`src/rtl/spi_regport_pkg.sv`:
```
package spi_regport_pkg;
  parameter int unsigned RP_DW   = 8;
  parameter int unsigned RP_AW   = 4;
  parameter int unsigned RP_NREG = 5;
  parameter int unsigned RP_SYNC = 2;

  typedef enum logic {
    XFER_WRITE = 1'b0,
    XFER_READ  = 1'b1
  } xfer_dir_e;
endpackage

```
`src/rtl/spi_pin_sync.sv`:
```
module spi_pin_sync #(
  parameter int unsigned W      = 3,
  parameter int unsigned STAGES = 2,
  parameter logic [W-1:0] RST_VAL = '0
) (
  input  logic         clk,
  input  logic         rst_n,
  input  logic [W-1:0] d,
  output logic [W-1:0] q
);
  logic [W-1:0] stg [STAGES];

  for (genvar s = 0; s < STAGES; s++) begin : g_stage
    always_ff @(posedge clk or negedge rst_n) begin
      if (!rst_n) stg[s] <= RST_VAL;
      else if (s == 0) stg[s] <= d;
      else stg[s] <= stg[(s == 0) ? 0 : s-1];
    end
  end

  assign q = stg[STAGES-1];
endmodule

```
`src/rtl/spi_frame_ctrl.sv`:
```
module spi_frame_ctrl
  import spi_regport_pkg::*;
#(
  parameter int unsigned DW = RP_DW,
  parameter int unsigned AW = RP_AW
) (
  input  logic          clk,
  input  logic          rst_n,
  input  logic          sclk_s,
  input  logic          cs_s,
  input  logic          sdi_s,
  input  logic [DW-1:0] rd_data,
  output logic [AW-1:0] rd_addr,
  output logic          wr_en,
  output logic [AW-1:0] wr_addr,
  output logic [DW-1:0] wr_data,
  output logic          sdo_r
);
  localparam int unsigned FRAME = 2 * DW;
  localparam int unsigned CW    = $clog2(FRAME + 1);
  localparam logic [CW-1:0] CMD_LAST  = CW'(DW - 1);
  localparam logic [CW-1:0] DATA_LAST = CW'(FRAME - 1);
  localparam logic [CW-1:0] DATA_FIRST = CW'(DW);
  localparam logic [CW-1:0] FULL = CW'(FRAME);

  logic          sclk_d;
  logic          rise, fall;
  logic [CW-1:0] bitcnt;
  logic [DW-1:0] sh, nxt, osh;
  xfer_dir_e     dir;
  logic [AW-1:0] addr;

  assign rise    = sclk_s & ~sclk_d;
  assign fall    = ~sclk_s & sclk_d;
  assign nxt     = {sh[DW-2:0], sdi_s};
  assign rd_addr = nxt[AW-1:0];

  always_ff @(posedge clk or negedge rst_n) begin
    if (!rst_n) begin
      sclk_d  <= 1'b1;
      bitcnt  <= '0;
      sh      <= '0;
      osh     <= '0;
      dir     <= XFER_WRITE;
      addr    <= '0;
      wr_en   <= 1'b0;
      wr_addr <= '0;
      wr_data <= '0;
      sdo_r   <= 1'b0;
    end else begin
      sclk_d <= sclk_s;
      wr_en  <= 1'b0;
      if (cs_s) begin
        bitcnt <= '0;
        sh     <= '0;
        dir    <= XFER_WRITE;
        sdo_r  <= 1'b0;
      end else if (rise && bitcnt < FULL) begin
        sh     <= nxt;
        bitcnt <= bitcnt + 1'b1;
        if (bitcnt == CMD_LAST) begin
          dir  <= xfer_dir_e'(nxt[DW-1]);
          addr <= nxt[AW-1:0];
          osh  <= nxt[DW-1] ? rd_data : '0;
        end
        if (bitcnt == DATA_LAST && dir == XFER_WRITE) begin
          wr_en   <= 1'b1;
          wr_addr <= addr;
          wr_data <= nxt;
        end
      end else if (fall && dir == XFER_READ && bitcnt >= DATA_FIRST && bitcnt < FULL) begin
        sdo_r <= osh[DW-1];
        osh   <= {osh[DW-2:0], 1'b0};
      end
    end
  end

  assert_count_bound_R9: assert property (@(posedge clk) disable iff (!rst_n)
    bitcnt <= FULL);
  assert_tail_ignored_R9: assert property (@(posedge clk) disable iff (!rst_n)
    (!cs_s && bitcnt == FULL) |=> $stable(sh));
  assert_write_pulse_R2: assert property (@(posedge clk) disable iff (!rst_n)
    wr_en |=> !wr_en);
  assert_deselect_clears_R6: assert property (@(posedge clk) disable iff (!rst_n)
    cs_s |=> (bitcnt == '0 && !sdo_r));
  assert_write_quiet_R7: assert property (@(posedge clk) disable iff (!rst_n)
    (dir == XFER_WRITE && !$past(sdo_r)) |=> !sdo_r);
endmodule

```
`src/rtl/spi_reg_bank.sv`:
```
module spi_reg_bank
  import spi_regport_pkg::*;
#(
  parameter int unsigned DW   = RP_DW,
  parameter int unsigned AW   = RP_AW,
  parameter int unsigned NREG = RP_NREG
) (
  input  logic               clk,
  input  logic               rst_n,
  input  logic               wr_en,
  input  logic [AW-1:0]      wr_addr,
  input  logic [DW-1:0]      wr_data,
  input  logic [AW-1:0]      rd_addr,
  output logic [DW-1:0]      rd_data,
  output logic [NREG*DW-1:0] q_flat
);
  logic [DW-1:0] q [NREG];

  for (genvar i = 0; i < NREG; i++) begin : g_reg
    always_ff @(posedge clk or negedge rst_n) begin
      if (!rst_n) q[i] <= '0;
      else if (wr_en && wr_addr == AW'(i)) q[i] <= wr_data;
    end
    assign q_flat[i*DW +: DW] = q[i];

    assert_write_lands_R2: assert property (@(posedge clk) disable iff (!rst_n)
      (wr_en && wr_addr == AW'(i)) |=> q[i] == $past(wr_data));
    assert_others_hold_R8: assert property (@(posedge clk) disable iff (!rst_n)
      !(wr_en && wr_addr == AW'(i)) |=> $stable(q[i]));
  end

  always_comb begin
    rd_data = '0;
    for (int i = 0; i < NREG; i++)
      if (rd_addr == AW'(i)) rd_data = q[i];
  end

  assert_high_addr_R5: assert property (@(posedge clk) disable iff (!rst_n)
    (wr_en && wr_addr >= AW'(NREG)) |=> $stable(q_flat));
  assert_no_stray_R6: assert property (@(posedge clk) disable iff (!rst_n)
    !wr_en |=> $stable(q_flat));
endmodule

```
`src/rtl/spi_regport.sv`:
```
module spi_regport
  import spi_regport_pkg::*;
#(
  parameter int unsigned DW   = RP_DW,
  parameter int unsigned AW   = RP_AW,
  parameter int unsigned NREG = RP_NREG,
  parameter int unsigned SYNC = RP_SYNC
) (
  input  logic               clk,
  input  logic               rst_n,
  input  logic               sclk,
  input  logic               cs_n,
  input  logic               sdi,
  output logic               sdo,
  output logic [NREG*DW-1:0] ctrl_regs
);
  logic          sclk_s, cs_s, sdi_s;
  logic [AW-1:0] rd_addr, wr_addr;
  logic [DW-1:0] rd_data, wr_data;
  logic          wr_en, sdo_r;

  spi_pin_sync #(.W(3), .STAGES(SYNC), .RST_VAL(3'b110)) u_sync (
    .clk(clk), .rst_n(rst_n),
    .d({sclk, cs_n, sdi}),
    .q({sclk_s, cs_s, sdi_s})
  );

  spi_frame_ctrl #(.DW(DW), .AW(AW)) u_frame (
    .clk(clk), .rst_n(rst_n),
    .sclk_s(sclk_s), .cs_s(cs_s), .sdi_s(sdi_s),
    .rd_data(rd_data), .rd_addr(rd_addr),
    .wr_en(wr_en), .wr_addr(wr_addr), .wr_data(wr_data),
    .sdo_r(sdo_r)
  );

  spi_reg_bank #(.DW(DW), .AW(AW), .NREG(NREG)) u_bank (
    .clk(clk), .rst_n(rst_n),
    .wr_en(wr_en), .wr_addr(wr_addr), .wr_data(wr_data),
    .rd_addr(rd_addr), .rd_data(rd_data),
    .q_flat(ctrl_regs)
  );

  assign sdo = sdo_r & ~cs_n;
endmodule

```
`config.mk`:
```
export PLATFORM = sky130hd
export DESIGN_NAME = spi_regport
export DESIGN_NICKNAME = d
export VERILOG_FILES = /design/src/rtl/spi_regport_pkg.sv /design/src/rtl/spi_pin_sync.sv /design/src/rtl/spi_frame_ctrl.sv /design/src/rtl/spi_reg_bank.sv /design/src/rtl/spi_regport.sv
export SDC_FILE = /design/constraint.sdc
export NUM_CORES = 1
export LEC_CHECK = 0
export CORE_ASPECT_RATIO = 0.6
export CORE_MARGIN = 2
export CORE_UTILIZATION = 55
export DETAILED_ROUTE_END_ITERATION = 12
export HOLD_SLACK_MARGIN = 0.15
export MAX_ROUTING_LAYER = met4
export PLACE_DENSITY = 0.87
export SLEW_MARGIN = 20
export SYNTH_ARGS = -nofsm -noshare
export SYNTH_HDL_FRONTEND = slang
export SYNTH_SLANG_ARGS = --single-unit
export TNS_END_PERCENT = 50
```
`constraint.sdc`:
```
create_clock -name clk -period 2.7 [get_ports clk]
set_clock_uncertainty 0.15 [all_clocks]
set_input_delay 0.675 -clock clk [delete_from_list [all_inputs] [get_ports clk]]
set_output_delay 0.675 -clock clk [all_outputs]
set_load 0.01 [all_outputs]
```
==> impl_metrics.json, run 1 <==
{
  "r2r_end": "u_frame.osh[6]",
  "synth_edf_count": 0,
  "slew_headroom_pct": 31.65,
  "synth_ff_type": "dfrtp_1",
  "finish.net_count": 352,
  "syn_inst": 297,
  "crit_top_cell": "clkdlybuf4s50_1",
  "drv_slew": 0,
  "clock_latency_ps": 340,
  "syn2layout_area_growth_pct": 21.17,
  "reg2reg_from": "u_sync.q[2]",
  "finalSetupTns_ps": 0,
  "synthArstFlopShare_pct": 100.0,
  "hp-class": "reg -> reg",
  "p_leak_nw": 2.096,
  "rsz0062_at_grt": "false",
  "r2r_setup_slack_ps": 400,
  "die-width_um": 111.3,
  "netlist_area_um2": 3801,
  "mostFrequentLayoutCell": "dfrtp_1",
  "antenna_found_initial": 0,
  "place_congestion": 0.8136,
  "power_density_nw_per_um2": 538.5,
  "drtIter0Drc": 202,
  "hold_depth": 0,
  "ff2ff_path_depth": 4,
  "overflow": 0,
  "grt_pass1_vias": 2695,
  "slowest_delay_ps": 540,
  "routed_wl_mm": 8.487,
  "antenna_left": 0,
  "start_kind": "input port",
  "clk_pin_slew_ps": 50,
  "io_pins": 46,
  "status": "finished, final reports clean",
  "hold_viol": 0,
  "num_vias": 2602,
  "tightest_slew_ps": 1025,
  "finalPower_mw": 2.480,
  "core_area_um2": 6676,
  "worstPathRequired_ps": 1880,
  "die_area_um2": 7614,
  "hpwl_mm": 5.598,
  "layout-drive-gt1-share_pct": 23.43,
  "grt_pass1_wl_mm": 14.21,
  "cp_max_fo": 2,
  "drc": 0,
  "period_minus_slack_ps": 2574,
  "setup_violations": 0,
  "numCtsBuffers": 9,
  "max_cap_violations": 0,
  "endpoint_kind": "output port",
  "critPathKind": "in -> out",
  "antennaDiodeCount": 0,
  "syn_area_per_cell_um2": 12.80,
  "finish.utilization_pct": 68.98,
  "min_from": "u_sync.stg[3]",
  "wl_per_cell_um": 19.42,
  "ctsRootBufferMaster": "clkbuf_16",
  "track_usage_pct": 25.77,
  "vias_per_cell": 5.954,
  "ctsLongestPathBuffers": 2,
  "seq_area_frac_synth_pct": 56.78,
  "die_y_um": 68.40,
  "syn_nets": 304,
  "post-route-period-util_pct": 95.34,
  "arrival_ps": 1750,
  "io_buffers": 45,
  "yosysWarnings": 0,
  "timing.fmax_mhz": 388.5,
  "htreeDepth": 3,
  "cts_tree": "done",
  "setup_slack_ps": 125.8,
  "synth_cell_types": 45,
  "clkSinkCount": 86,
  "firstDrtPassIters": 5,
  "ys_seq_elements": 86,
  "min_to": "u_sync.q[0]",
  "crit_slowest_cell": "clkdlybuf4s50_1",
  "peakVddDrop_v": 0.0003612,
  "initial_utilization_pct": 56.93,
  "place_ws_ps": 124.1,
  "mostFrequentLayoutCells": "dfrtp_1, mux2_2, clkdlybuf4s50_1",
  "path_cells": "clkdlybuf4s50_1, nor2b_1, clkdlybuf4s50_1",
  "grt_max_degree": 36,
  "rows": 23
}
-- metrics by stage --
step	hold WS, ps	cell area (um^2)	cells
after floorplan	181.2	3801	297
after global placement	185.6	4344	420
after detailed placement	196.5	4344	420
after CTS	209.4	4606	437
after global routing	215.3	4606	437
final	204.8	4606	437
-- registers in the layout, indices dropped and copies added (netlist names), 3 cells and up --
register	flops
u_bank.q_flat	40
u_sync.q	3
u_frame.osh	8
u_sync.stg	3
u_frame.addr	4
u_frame.wr_addr	4
u_frame.sh	7
u_frame.bitcnt	5
u_frame.wr_data	8
-- metal layers --
metal  vias up  GRT usage [%]  share of wire, %  wire length (um)
met5         -              -                 0                 0
met2        91          39.41                46              3880
met3        16          6.732               5.9               498
li1       1169              -                 -                 -
met1      1326          35.12                47              4011
met4         0          6.327               1.1                97
-- final cells by class --
cell class / count / area, um^2
multi-input combinational: 191 / 1549
timing repair buffer: 53 / 523.0
fill: 506 / 2071
inverter: 4 / 15.01
tap: 87 / 108.9
sequential: 86 / 2158
clock buffer: 16 / 251.5
-- worst max-delay path: cells and delay by family --
kind,cells,cell delay (ps)
buf+inv,2,960
simple gates,1,110
-- cell families (layout without fill, tap and decap cells) --
kind of cell | Yosys count | after routing | share of synthesized area [%]
compound gates | 44 | 44 | 8.328
xor+xnor | 3 | 3 | 0.6914
fa+ha+maj | 2 | 2 | 0.6582
buf+inv | 20 | 73 | 2.468
flops | 86 | 86 | 56.78
mux | 65 | 65 | 19.85
simple gates | 77 | 77 | 11.22
-- where the power goes --
part,switching [mW],internal [mW],leakage [nW]
Clock,0.460,0.626,0.119
Sequential,0.0192,1.30,1.18
Combinational,0.0471,0.0278,0.798
Total,0.526,1.95,2.10
-- cells in the mapped netlist (5+ instances only) --
cell type / n / area (um^2)
nand2b_1: 8 / 50.05
a211oi_1: 15 / 112.6
mux2_4: 9 / 135.1
clkbuf_1: 10 / 37.54
nor2_1: 14 / 52.55
dfstp_2: 5 / 131.4
a2bb2oi_1: 7 / 61.31
o221ai_1: 7 / 61.31
dfrtp_1: 81 / 2027
mux2i_1: 9 / 90.09
nand2_1: 22 / 82.58
a21oi_1: 11 / 55.05
nor3_1: 8 / 40.04
mux2_2: 44 / 495.5
-- what timing repair did --
action / CTS / global route
resized for setup: 0 / 0
hold buffers: 1 / 0
hold endpoints to repair: 33 / 0
buffers inserted: 0 / 0
-- worst max-delay path by stage --
| stage | slack (ps) | start | end |
|---|---|---|---|
| after floorplan | 620 | u_frame.bitcnt[0] | u_frame.wr_addr[3] |
| after global placement | 130 | cs_n | sdo |
| final | 130 | cs_n | sdo |
| after global routing | 60 | cs_n | sdo |
| after CTS | 120 | cs_n | sdo |
| after detailed placement | 120 | cs_n | sdo |
Note: power is estimated with default switching activity, not from simulation.
==> run 2, diff against run 1 <==
- HOLD_SLACK_MARGIN: 0.15 -> 0.02
==> impl_metrics.json, run 2 (synthesis results as in run 1) <==
{
  "status": "finished, final reports clean",
  "r2r_setup_slack_ps": 420,
  "rows": 23,
  "finalSetupTns_ps": 0,
  "finish.net_count": 351,
  "place_congestion": 0.8136,
  "finalPower_mw": 2.481,
  "switching_share_pct": 21.27,
  "grt_pass1_vias": 2683,
  "ctsLongestPathBuffers": 2,
  "start_kind": "input port",
  "clkSinkCount": 86,
  "p_comb_share_pct": 3.0,
  "hold_viol": 0,
  "pwr-share-seq_pct": 53.2,
  "grt_max_degree": 36,
  "drtIter0Drc": 207,
  "cp_max_fo": 2,
  "post-route-period-util_pct": 95.35,
  "period_minus_slack_ps": 2574,
  "tightest_slew_ps": 1047,
  "cts_resized": 0,
  "mostFrequentLayoutCell": "dfrtp_1",
  "die-width_um": 111.3,
  "vias_per_cell": 5.869,
  "htreeDepth": 3,
  "drc": 0,
  "setup_violations": 0,
  "max_cap_violations": 0,
  "endpoint_kind": "output port",
  "layout-drive-gt1-share_pct": 23.50,
  "largest_register_ffs": 40,
  "setup_slack_ps": 125.6,
  "rsz0062_at_grt": "false",
  "wl_per_cell_um": 19.33,
  "antennaDiodeCount": 0,
  "antenna_found_initial": 0,
  "overflow": 0,
  "critPathKind": "in -> out",
  "ctsRootBufferMaster": "clkbuf_16",
  "clock_latency_ps": 340,
  "worstPathRequired_ps": 1880,
  "track_usage_pct": 25.73,
  "hp-class": "in -> async",
  "place_ws_ps": 124.1,
  "die_area_um2": 7614,
  "initial_utilization_pct": 56.93,
  "io_buffers": 45,
  "firstDrtPassIters": 4,
  "cts_tree": "done",
  "grt_pass1_wl_mm": 14.19,
  "io_pins": 46,
  "mostFrequentLayoutCells": "dfrtp_1, mux2_2, clkdlybuf4s50_1",
  "postCtsSetupRepairBufs": 0,
  "arrival_ps": 1750,
  "timing.fmax_mhz": 388.4,
  "peakVddDrop_v": 0.0003587,
  "hpwl_mm": 5.598,
  "ctsHoldBuffers": 0,
  "p_leak_nw": 2.092,
  "core_area_um2": 6676,
  "switchingPower_mw": 0.5277,
  "slew_headroom_pct": 30.21,
  "routed_wl_mm": 8.428,
  "power_density_nw_per_um2": 539.9,
  "syn2layout_area_growth_pct": 20.90,
  "clk_pin_slew_ps": 60,
  "clock_power_share_pct": 43.8,
  "antenna_left": 0,
  "num_vias": 2559,
  "numCtsBuffers": 9,
  "drv_slew": 0,
  "internal-power_mw": 1.953,
  "die_y_um": 68.40
}
## run 2: critical path, stage by stage
cell and delay, ps:
clkdlybuf4s50_1 420, nor2b_1 110, clkdlybuf4s50_1 540
## run 2: power groups by stage
stage                     registers (mW)  clock network, mW  logic (mW)
after CTS                           1.32               1.11      0.0754
after global routing                1.32               1.16      0.0846
after detailed placement            1.34                  0      0.0751
final                               1.32               1.09      0.0738
after floorplan                     1.33                  0      0.0401
after global placement              1.34                  0      0.0734
## run 2: area by class of cell
| class | instances | area (um^2) |
|---|---|---|
| Fill cell | 507 | 2081 |
| Timing Repair Buffer | 52 | 513.0 |
| Sequential cell | 86 | 2158 |
| Tap cell | 87 | 108.9 |
| Inverter | 4 | 15.01 |
| Multi-Input combinational cell | 191 | 1549 |
| Clock buffer | 16 | 251.5 |
## run 2: path summary, 6_finish.rpt
| kind | startpoint | end | cells past startpoint |
|---|---|---|---|
| min reg2reg | u_sync.stg[3] | u_sync.q[0] | 0 |
| max reg2reg | u_frame.bitcnt[0] | u_frame.osh[6] | 5 |
| min in group clk | u_sync.stg[3] | u_sync.q[0] | 0 |
| min | rst_n | u_bank.q_flat[28] | 1 |
| max in group asynchronous | rst_n | u_frame.sclk_d | 2 |
| max | cs_n | sdo | 3 |
## run 2: metrics by stage
stage | cells | cell area (um^2) | utilization [%] | hold WS, ps
after floorplan | 297 | 3801 | - | 181.2
after global placement | 420 | 4344 | 65.07 | 185.6
after detailed placement | 420 | 4344 | 65.07 | 196.5
after CTS | 436 | 4596 | 68.83 | 142.6
after global routing | 436 | 4596 | 68.83 | 169.4
final | 436 | 4596 | 68.83 | 137.3
## run 2: metal layers
| layer | vias to the layer above | part of all wire [%] | track usage [%] |
|---|---|---|---|
| li1 | 1168 | - | - |
| met1 | 1294 | 47 | 35.12 |
| met2 | 89 | 45 | 39.25 |
| met3 | 8 | 6.7 | 6.732 |
| met4 | 0 | 0.96 | 6.327 |
| met5 | - | 0 | - |
